## src/rtl/wtc_pkg.sv

```systemverilog
package wtc_pkg;

  typedef enum logic [1:0] {
    ST_IDLE = 2'd0,
    ST_REQ  = 2'd1,
    ST_WAIT = 2'd2,
    ST_RESP = 2'd3
  } wtc_state_e;

endpackage

```

## src/rtl/wtc_tag_store.sv

```systemverilog
module wtc_tag_store #(
  parameter int IDX_W = 3,
  parameter int TAG_W = 5,
  parameter int ID_W  = 2,
  parameter int MY_ID = 1
) (
  input  logic             clk,
  input  logic             rst_n,
  input  logic [IDX_W-1:0] lk_idx,
  input  logic [TAG_W-1:0] lk_tag,
  output logic             lk_hit,
  input  logic             fill_en,
  input  logic [IDX_W-1:0] fill_idx,
  input  logic [TAG_W-1:0] fill_tag,
  input  logic             snp_valid,
  input  logic             snp_we,
  input  logic [ID_W-1:0]  snp_id,
  input  logic [IDX_W-1:0] snp_idx,
  input  logic [TAG_W-1:0] snp_tag,
  output logic             snp_kill
);
  localparam int LINES = 1 << IDX_W;

  logic             valid_q [LINES];
  logic [TAG_W-1:0] tag_q   [LINES];

  function automatic logic tag_match(input logic v, input logic [TAG_W-1:0] a,
                                     input logic [TAG_W-1:0] b);
    return v && (a == b);
  endfunction

  logic foreign_wr;
  logic fill_kill;

  assign lk_hit     = tag_match(valid_q[lk_idx], tag_q[lk_idx], lk_tag);
  assign foreign_wr = snp_valid && snp_we && (snp_id != ID_W'(MY_ID));
  assign snp_kill   = foreign_wr && tag_match(valid_q[snp_idx], tag_q[snp_idx], snp_tag);
  assign fill_kill  = foreign_wr && fill_en && (fill_idx == snp_idx) && (fill_tag == snp_tag);

  for (genvar i = 0; i < LINES; i++) begin : g_line
    logic fill_sel;
    logic kill_sel;
    assign fill_sel = fill_en && (fill_idx == IDX_W'(i));
    assign kill_sel = snp_kill && (snp_idx == IDX_W'(i));
    always_ff @(posedge clk) begin
      if (!rst_n) begin
        valid_q[i] <= 1'b0;
        tag_q[i]   <= '0;
      end else if (fill_sel) begin
        valid_q[i] <= !fill_kill;
        tag_q[i]   <= fill_tag;
      end else if (kill_sel) begin
        valid_q[i] <= 1'b0;
      end
    end
  end

  logic             kill_q;
  logic [IDX_W-1:0] kill_idx_q;
  logic [TAG_W-1:0] kill_tag_q;
  always_ff @(posedge clk) begin
    if (!rst_n) begin
      kill_q     <= 1'b0;
      kill_idx_q <= '0;
      kill_tag_q <= '0;
    end else begin
      kill_q     <= snp_kill || fill_kill;
      kill_idx_q <= snp_idx;
      kill_tag_q <= snp_tag;
    end
  end


  snoop_invalidate_chk: assert property (@(posedge clk) disable iff (!rst_n)
    kill_q |-> !(valid_q[kill_idx_q] && (tag_q[kill_idx_q] == kill_tag_q)));

endmodule

```

## src/rtl/wtc_data_store.sv

```systemverilog
module wtc_data_store #(
  parameter int IDX_W  = 3,
  parameter int DATA_W = 16
) (
  input  logic              clk,
  input  logic              rst_n,
  input  logic              wr_en,
  input  logic [IDX_W-1:0]  wr_idx,
  input  logic [DATA_W-1:0] wr_data,
  input  logic [IDX_W-1:0]  rd_idx,
  output logic [DATA_W-1:0] rd_data
);
  localparam int LINES = 1 << IDX_W;

  logic [DATA_W-1:0] word_q [LINES];

  for (genvar i = 0; i < LINES; i++) begin : g_word
    always_ff @(posedge clk) begin
      if (!rst_n) begin
        word_q[i] <= '0;
      end else if (wr_en && (wr_idx == IDX_W'(i))) begin
        word_q[i] <= wr_data;
      end
    end
  end

  assign rd_data = word_q[rd_idx];

endmodule

```

## src/rtl/wtc_ctrl.sv

```systemverilog
module wtc_ctrl
  import wtc_pkg::*;
#(
  parameter int ADDR_W = 8,
  parameter int DATA_W = 16,
  parameter int IDX_W  = 3,
  localparam int TAG_W = ADDR_W - IDX_W
) (
  input  logic              clk,
  input  logic              rst_n,
  input  logic              cpu_req,
  input  logic              cpu_we,
  input  logic [ADDR_W-1:0] cpu_addr,
  input  logic [DATA_W-1:0] cpu_wdata,
  output logic              cpu_ready,
  output logic [DATA_W-1:0] cpu_rdata,
  output logic              bus_req,
  output logic              bus_we,
  output logic [ADDR_W-1:0] bus_addr,
  output logic [DATA_W-1:0] bus_wdata,
  input  logic              bus_gnt,
  input  logic              bus_done,
  input  logic [DATA_W-1:0] bus_rdata,
  output logic [IDX_W-1:0]  lk_idx,
  output logic [TAG_W-1:0]  lk_tag,
  input  logic              lk_hit,
  input  logic [DATA_W-1:0] lk_word,
  output logic              fill_en,
  output logic              dw_en,
  output logic [DATA_W-1:0] dw_data
);
  function automatic logic [IDX_W-1:0] addr_idx(input logic [ADDR_W-1:0] a);
    return a[IDX_W-1:0];
  endfunction

  function automatic logic [TAG_W-1:0] addr_tag(input logic [ADDR_W-1:0] a);
    return a[ADDR_W-1:IDX_W];
  endfunction

  wtc_state_e        state_q, state_d;
  logic              op_we_q;
  logic [ADDR_W-1:0] op_addr_q;
  logic [DATA_W-1:0] op_wdata_q;
  logic [DATA_W-1:0] rdata_q;
  logic [ADDR_W-1:0] lk_addr;
  logic              take_op;
  logic              idle_rd_hit;

  assign lk_addr     = (state_q == ST_IDLE) ? cpu_addr : op_addr_q;
  assign lk_idx      = addr_idx(lk_addr);
  assign lk_tag      = addr_tag(lk_addr);
  assign idle_rd_hit = (state_q == ST_IDLE) && cpu_req && !cpu_we && lk_hit;
  assign take_op     = (state_q == ST_IDLE) && cpu_req && !idle_rd_hit;

  assign bus_we    = op_we_q;
  assign bus_addr  = op_addr_q;
  assign bus_wdata = op_wdata_q;

  always_comb begin
    state_d   = state_q;
    cpu_ready = 1'b0;
    cpu_rdata = rdata_q;
    bus_req   = 1'b0;
    fill_en   = 1'b0;
    dw_en     = 1'b0;
    dw_data   = op_wdata_q;
    unique case (state_q)
      ST_IDLE: begin
        if (idle_rd_hit) begin
          cpu_ready = 1'b1;
          cpu_rdata = lk_word;
        end else if (take_op) begin
          state_d = ST_REQ;
        end
      end
      ST_REQ: begin
        bus_req = 1'b1;
        if (bus_gnt) state_d = ST_WAIT;
      end
      ST_WAIT: begin
        if (bus_done) begin
          state_d = ST_RESP;
          if (!op_we_q) begin
            fill_en = 1'b1;
            dw_en   = 1'b1;
            dw_data = bus_rdata;
          end else if (lk_hit) begin
            dw_en = 1'b1;
          end
        end
      end
      ST_RESP: begin
        cpu_ready = 1'b1;
        state_d   = ST_IDLE;
      end
      default: state_d = ST_IDLE;
    endcase
  end

  always_ff @(posedge clk) begin
    if (!rst_n) begin
      state_q    <= ST_IDLE;
      op_we_q    <= 1'b0;
      op_addr_q  <= '0;
      op_wdata_q <= '0;
      rdata_q    <= '0;
    end else begin
      state_q <= state_d;
      if (take_op) begin
        op_we_q    <= cpu_we;
        op_addr_q  <= cpu_addr;
        op_wdata_q <= cpu_wdata;
      end
      if (state_q == ST_WAIT && bus_done && !op_we_q) rdata_q <= bus_rdata;
    end
  end


  req_hold_chk: assert property (@(posedge clk) disable iff (!rst_n)
    (bus_req && !bus_gnt) |=> bus_req);


  no_early_ready_chk: assert property (@(posedge clk) disable iff (!rst_n)
    (state_q == ST_REQ || state_q == ST_WAIT) |-> !cpu_ready);


  store_to_bus_chk: assert property (@(posedge clk) disable iff (!rst_n)
    ((state_q == ST_IDLE) && cpu_req && cpu_we) |=> (bus_req && bus_we));


  hit_no_bus_chk: assert property (@(posedge clk) disable iff (!rst_n)
    idle_rd_hit |=> !bus_req);


  store_no_fill_chk: assert property (@(posedge clk) disable iff (!rst_n)
    (fill_en || dw_en) |-> (!op_we_q ? fill_en : lk_hit));

endmodule

```

## src/rtl/wtc_snoop_cache.sv

```systemverilog
module wtc_snoop_cache #(
  parameter int ADDR_W = 8,
  parameter int DATA_W = 16,
  parameter int IDX_W  = 3,
  parameter int ID_W   = 2,
  parameter int MY_ID  = 1
) (
  input  logic              clk,
  input  logic              rst_n,
  input  logic              cpu_req,
  input  logic              cpu_we,
  input  logic [ADDR_W-1:0] cpu_addr,
  input  logic [DATA_W-1:0] cpu_wdata,
  output logic              cpu_ready,
  output logic [DATA_W-1:0] cpu_rdata,
  output logic              bus_req,
  output logic              bus_we,
  output logic [ADDR_W-1:0] bus_addr,
  output logic [DATA_W-1:0] bus_wdata,
  output logic [ID_W-1:0]   bus_id,
  input  logic              bus_gnt,
  input  logic              bus_done,
  input  logic [DATA_W-1:0] bus_rdata,
  input  logic              snp_valid,
  input  logic              snp_we,
  input  logic [ADDR_W-1:0] snp_addr,
  input  logic [ID_W-1:0]   snp_id
);
  localparam int TAG_W = ADDR_W - IDX_W;

  logic [IDX_W-1:0]  lk_idx;
  logic [TAG_W-1:0]  lk_tag;
  logic              lk_hit;
  logic [DATA_W-1:0] lk_word;
  logic              fill_en;
  logic              dw_en;
  logic [DATA_W-1:0] dw_data;
  logic              snp_kill;

  assign bus_id = ID_W'(MY_ID);

  wtc_ctrl #(.ADDR_W(ADDR_W), .DATA_W(DATA_W), .IDX_W(IDX_W)) u_ctrl (
    .clk(clk), .rst_n(rst_n),
    .cpu_req(cpu_req), .cpu_we(cpu_we), .cpu_addr(cpu_addr), .cpu_wdata(cpu_wdata),
    .cpu_ready(cpu_ready), .cpu_rdata(cpu_rdata),
    .bus_req(bus_req), .bus_we(bus_we), .bus_addr(bus_addr), .bus_wdata(bus_wdata),
    .bus_gnt(bus_gnt), .bus_done(bus_done), .bus_rdata(bus_rdata),
    .lk_idx(lk_idx), .lk_tag(lk_tag), .lk_hit(lk_hit), .lk_word(lk_word),
    .fill_en(fill_en), .dw_en(dw_en), .dw_data(dw_data)
  );

  wtc_tag_store #(.IDX_W(IDX_W), .TAG_W(TAG_W), .ID_W(ID_W), .MY_ID(MY_ID)) u_tags (
    .clk(clk), .rst_n(rst_n),
    .lk_idx(lk_idx), .lk_tag(lk_tag), .lk_hit(lk_hit),
    .fill_en(fill_en), .fill_idx(lk_idx), .fill_tag(lk_tag),
    .snp_valid(snp_valid), .snp_we(snp_we), .snp_id(snp_id),
    .snp_idx(snp_addr[IDX_W-1:0]), .snp_tag(snp_addr[ADDR_W-1:IDX_W]),
    .snp_kill(snp_kill)
  );

  wtc_data_store #(.IDX_W(IDX_W), .DATA_W(DATA_W)) u_data (
    .clk(clk), .rst_n(rst_n),
    .wr_en(dw_en), .wr_idx(lk_idx), .wr_data(dw_data),
    .rd_idx(lk_idx), .rd_data(lk_word)
  );


  own_snoop_ignored_chk: assert property (@(posedge clk) disable iff (!rst_n)
    (snp_valid && (snp_id == ID_W'(MY_ID) || !snp_we)) |-> !snp_kill);

endmodule

```

## config.mk

```make
export PLATFORM = sky130hd
export DESIGN_NAME = wtc_snoop_cache
export DESIGN_NICKNAME = d
export VERILOG_FILES = /design/src/rtl/wtc_pkg.sv /design/src/rtl/wtc_tag_store.sv /design/src/rtl/wtc_data_store.sv /design/src/rtl/wtc_ctrl.sv /design/src/rtl/wtc_snoop_cache.sv
export SDC_FILE = /design/constraint.sdc
export NUM_CORES = 1
export LEC_CHECK = 0
export CORE_ASPECT_RATIO = 0.5
export CORE_MARGIN = 8
export CORE_UTILIZATION = 40
export CTS_CLUSTER_DIAMETER = 50
export DETAILED_ROUTE_END_ITERATION = 6
export SYNTH_ARGS = -nofsm -noshare
export SYNTH_HDL_FRONTEND = slang
export SYNTH_SLANG_ARGS = --single-unit
```

## constraint.sdc

```tcl
create_clock -name clk -period 6.3 [get_ports clk]
set_clock_uncertainty 0.2 [all_clocks]
set_input_delay 1.26 -clock clk [delete_from_list [all_inputs] [get_ports clk]]
set_output_delay 1.26 -clock clk [all_outputs]
set_load 0.1 [all_outputs]
```

==> out/results.tsv <==
stage	metric	value	unit
timing	Tmin final	6160	ps
worst_setup_path	crit-path cells	clkdlybuf4s50_1, nand3_1, and2_1, o2111ai_1, a21bo_2, nand4b_1, or4_1, nor3_4, buf_12, mux2_2, buf_12	
detailed_routing	drt drc	0	
layout	final instance area	0.0134	mm²
detailed_routing	Routed Antenna Nets	0	
detailed_routing	First-pass DRT Iterations	6	
synthesis	Distinct cells, synth	72	
die	cell row count	43	
layout	antenna fix cells	0	
synthesis	Warnings, synthesis	0	
global_routing	first-pass GRT wire length	50.2	mm
worst_setup_path	critical path launch point	cpu_addr[0]	
layout	Post-Layout Cell Count	1456	
synthesis	Synth Cell Area	0.0111	mm²
timing	Rel. slew slack	17.9	%
detailed_routing	Via density	5.59	
power_and_ir_drop	Leak Pwr	4.75	nW
cts	Clock transition at path regs	60	ps
detailed_routing	Initial DRC Count	646	
worst_setup_path	internal reg-to-reg setup slack	1750	ps
placed_design	gpl congestion	0.929	
die	die width	251	µm
layout	Final #Nets	1121	
synthesis	Top FF cell, synth	edfxtp_1	
job	Max Cap Violations	0	
global_routing	overflow left after global routing	0	
cts	Sink Count	219	
timing	Worst Max-Slew Pin Slew	1220	ps
timing	Hold Fails Final Rpt	0	
cts	total CTS buffers	22	
synthesis	syn_area_per_cell	11.5	µm²
worst_setup_path	CP Max Fanout	17	
placed_design	placed standard-cell area	0.0128	mm²
worst_setup_path	max incr delay on CP	650	ps
worst_setup_path	CP Capture Type	output port	
synthesis	post-synthesis sequential area ratio	55.3	%
die	# IOs	103	
layout	Area Growth Syn to Fin	21.1	%
cts	clock buffer depth	3	
synthesis	syn nets	1023	
synthesis	post-synth top area share	47.4	%
power_and_ir_drop	Worst VDD drop	242	µV
die	Core Area	0.0275	mm²
timing	RSZ-0062 raised after global routing	no	
placed_design	DP Cell Count	1417	
placed_design	hpwl dp	23.4	mm
worst_hold_path	Hold WC Path Type	register to register	
layout	most common cell after layout, fill and taps aside	edfxtp_1	
die	die footprint	0.0336	mm²
worst_setup_path	delay-heaviest family, CP	simple AND/OR/NAND/NOR gates	
worst_setup_path	Crit path buffers/inverters	3	
timing	pins over their slew limit	0	
cts	TritonCTS clock tree	yes	
cts	clk root buf	clkbuf_16	
power_and_ir_drop	P per Cell Area	385	mW/mm²
synthesis	Post-synth EDFFs	175	
global_routing	initial antenna violation count	0	
cts	Skew-Pair Late Insertion Delay	530	ps
synthesis	leading area contributor after synthesis	edfxtp_1	
detailed_routing	total number of vias	8138	
synthesis	synth top area cells	edfxtp_1, mux4_2, dfxtp_1	
synthesis	Yosys reg bits	219	
placed_design	PortBufs	100	
worst_setup_path	Crit path required time	4840	ps
layout	layout cells sized above 1	15.9	%
cts	H-tree levels	1	
worst_setup_path	startpoint class of the critical path	input port	
worst_hold_path	HP Start	u_ctrl.rdata_q[15]	
timing	final setup violating endpoints	0	
layout	most frequent cells in the layout	edfxtp_1, nor2_1, nand2_1	
worst_setup_path	most frequent cell on the critical path	buf_12	
layout	Filler cells	2494	
worst_setup_path	CP arrival	4700	ps
outcome	run status	completed	
global_routing	largest net degree at the start of global routing	84	
die	DIE HEIGHT	134	µm
timing	post-route setup TNS	0	ps
cts	postcts setup bufs	0	
synthesis	Synth Instances	961	
die	Starting Density	40.3	%
detailed_routing	wirelength, routed	32.7	mm
global_routing	vias in the first global route	8307	
detailed_routing	drt wl/cell	22.5	µm
worst_setup_path	CP Class	input port to output port	
timing	Period Utilization, post-route	97.8	%
worst_setup_path	Slowest cell on crit path	clkdlybuf4s50_1	
timing	maximum clock rate	162	MHz
synthesis	asr flop ratio synth	0	%
global_routing	GRT Util Overall	19.1	%
worst_setup_path	Critical R2R Launch	u_ctrl.state_q[0]	
## flip-flops by register name (all words and copies together), names as in the netlist
signal and cells:
u_ctrl.bus_wdata 16, u_tags.valid_q 8, u_ctrl.rdata_q 16, u_ctrl.bus_addr 8
u_data.word_q 128, u_tags.tag_q 40, u_ctrl.bus_we 1, u_ctrl.state_q 2
## metrics by stage
stage / hold slack, ps / power [mW] / util (%) / worst slack (ps)
finish: 271 / 5.17 / 48.8 / 137
CTS: 272 / 5.21 / 48.8 / 111
floorplan: 241 / 3.28 / - / 874
global route: 287 / 5.38 / 48.8 / 4.11
detailed placement: 263 / 3.99 / 46.5 / 156
global placement: 256 / 3.98 / 46.5 / 236
## power by group
part	internal [mW]	switching, mW
Clock	0.650	0.564
Sequential	1.67	0.0863
Combinational	0.780	1.42
## tightest hold or removal path, stage by stage (launching register included)
cell and delay [ps]:
dfxtp_1 310, nand2_1 50, a21boi_0 70
## cells by family (layout without fill, tap and decap cells)
kind of cell               after synthesis  after routing  synth area share (%)
xor gates and xnor gates                13             13                  1.03
muxes                                  109            109                  15.3
DFF                                    219            219                  55.3
and+or+nand+nor                        413            413                  16.2
adders and majority gates                4              4                 0.451
buffers and inverters                   79            192                  3.39
other                                    2              2                0.0677
AOI/OAI and AO/OA                      122            122                  8.19
## cell usage after synthesis, types with 5 or more instances
cell	n
a21boi_0	32
a21oi_1	7
a2bb2oi_1	6
and2_1	5
buf_2	12
buf_6	5
clkbuf_1	45
dfxtp_1	44
edfxtp_1	175
inv_1	10
mux2_2	8
mux2_4	9
mux2i_1	47
mux4_2	44
nand2_1	153
nand2b_1	7
nand3_1	10
nand4_1	10
nor2_1	160
nor3_1	35
nor3b_1	7
o21ai_0	26
o21bai_1	6
o22ai_1	5
xnor2_1	7
xor2_1	6
## final timing paths
check	depth (start not counted)	to
setup / recovery	11	cpu_rdata[3]
hold / removal	2	u_ctrl.rdata_q[15]
setup reg to reg	11	u_data.word_q[5][10]
hold reg to reg	2	u_ctrl.rdata_q[15]
## cell type report
type / count / area (µm²) / area share, %
clock buffers: 30 / 581 / 4.32
clock inverters: 9 / 60.1 / 0.447
inverters: 10 / 37.5 / 0.280
multi-input cells: 663 / 4610 / 34.3
flip-flops and latches: 219 / 6140 / 45.7
well taps: 382 / 478 / 3.56
repair buffers: 143 / 1530 / 11.4
## routing by layer
metal | wire (µm) | vias up | GRT usage [%] | share of wire [%]
met2 | 16600 | 324 | 34.0 | 51
met3 | 1910 | 65 | 2.76 | 5.8
met1 | 13100 | 4044 | 24.2 | 40
li1 | - | 3705 | - | -
met5 | 0 | - | 0 | 0
met4 | 1060 | 0 | 5.50 | 3.2
## timing repair
item,4_1_cts,5_1_grt
hold buffers,0,0
endpoints found under the setup margin,0,16
resized for setup,0,1
No activity file was read; power rests on OpenSTA's default activity.
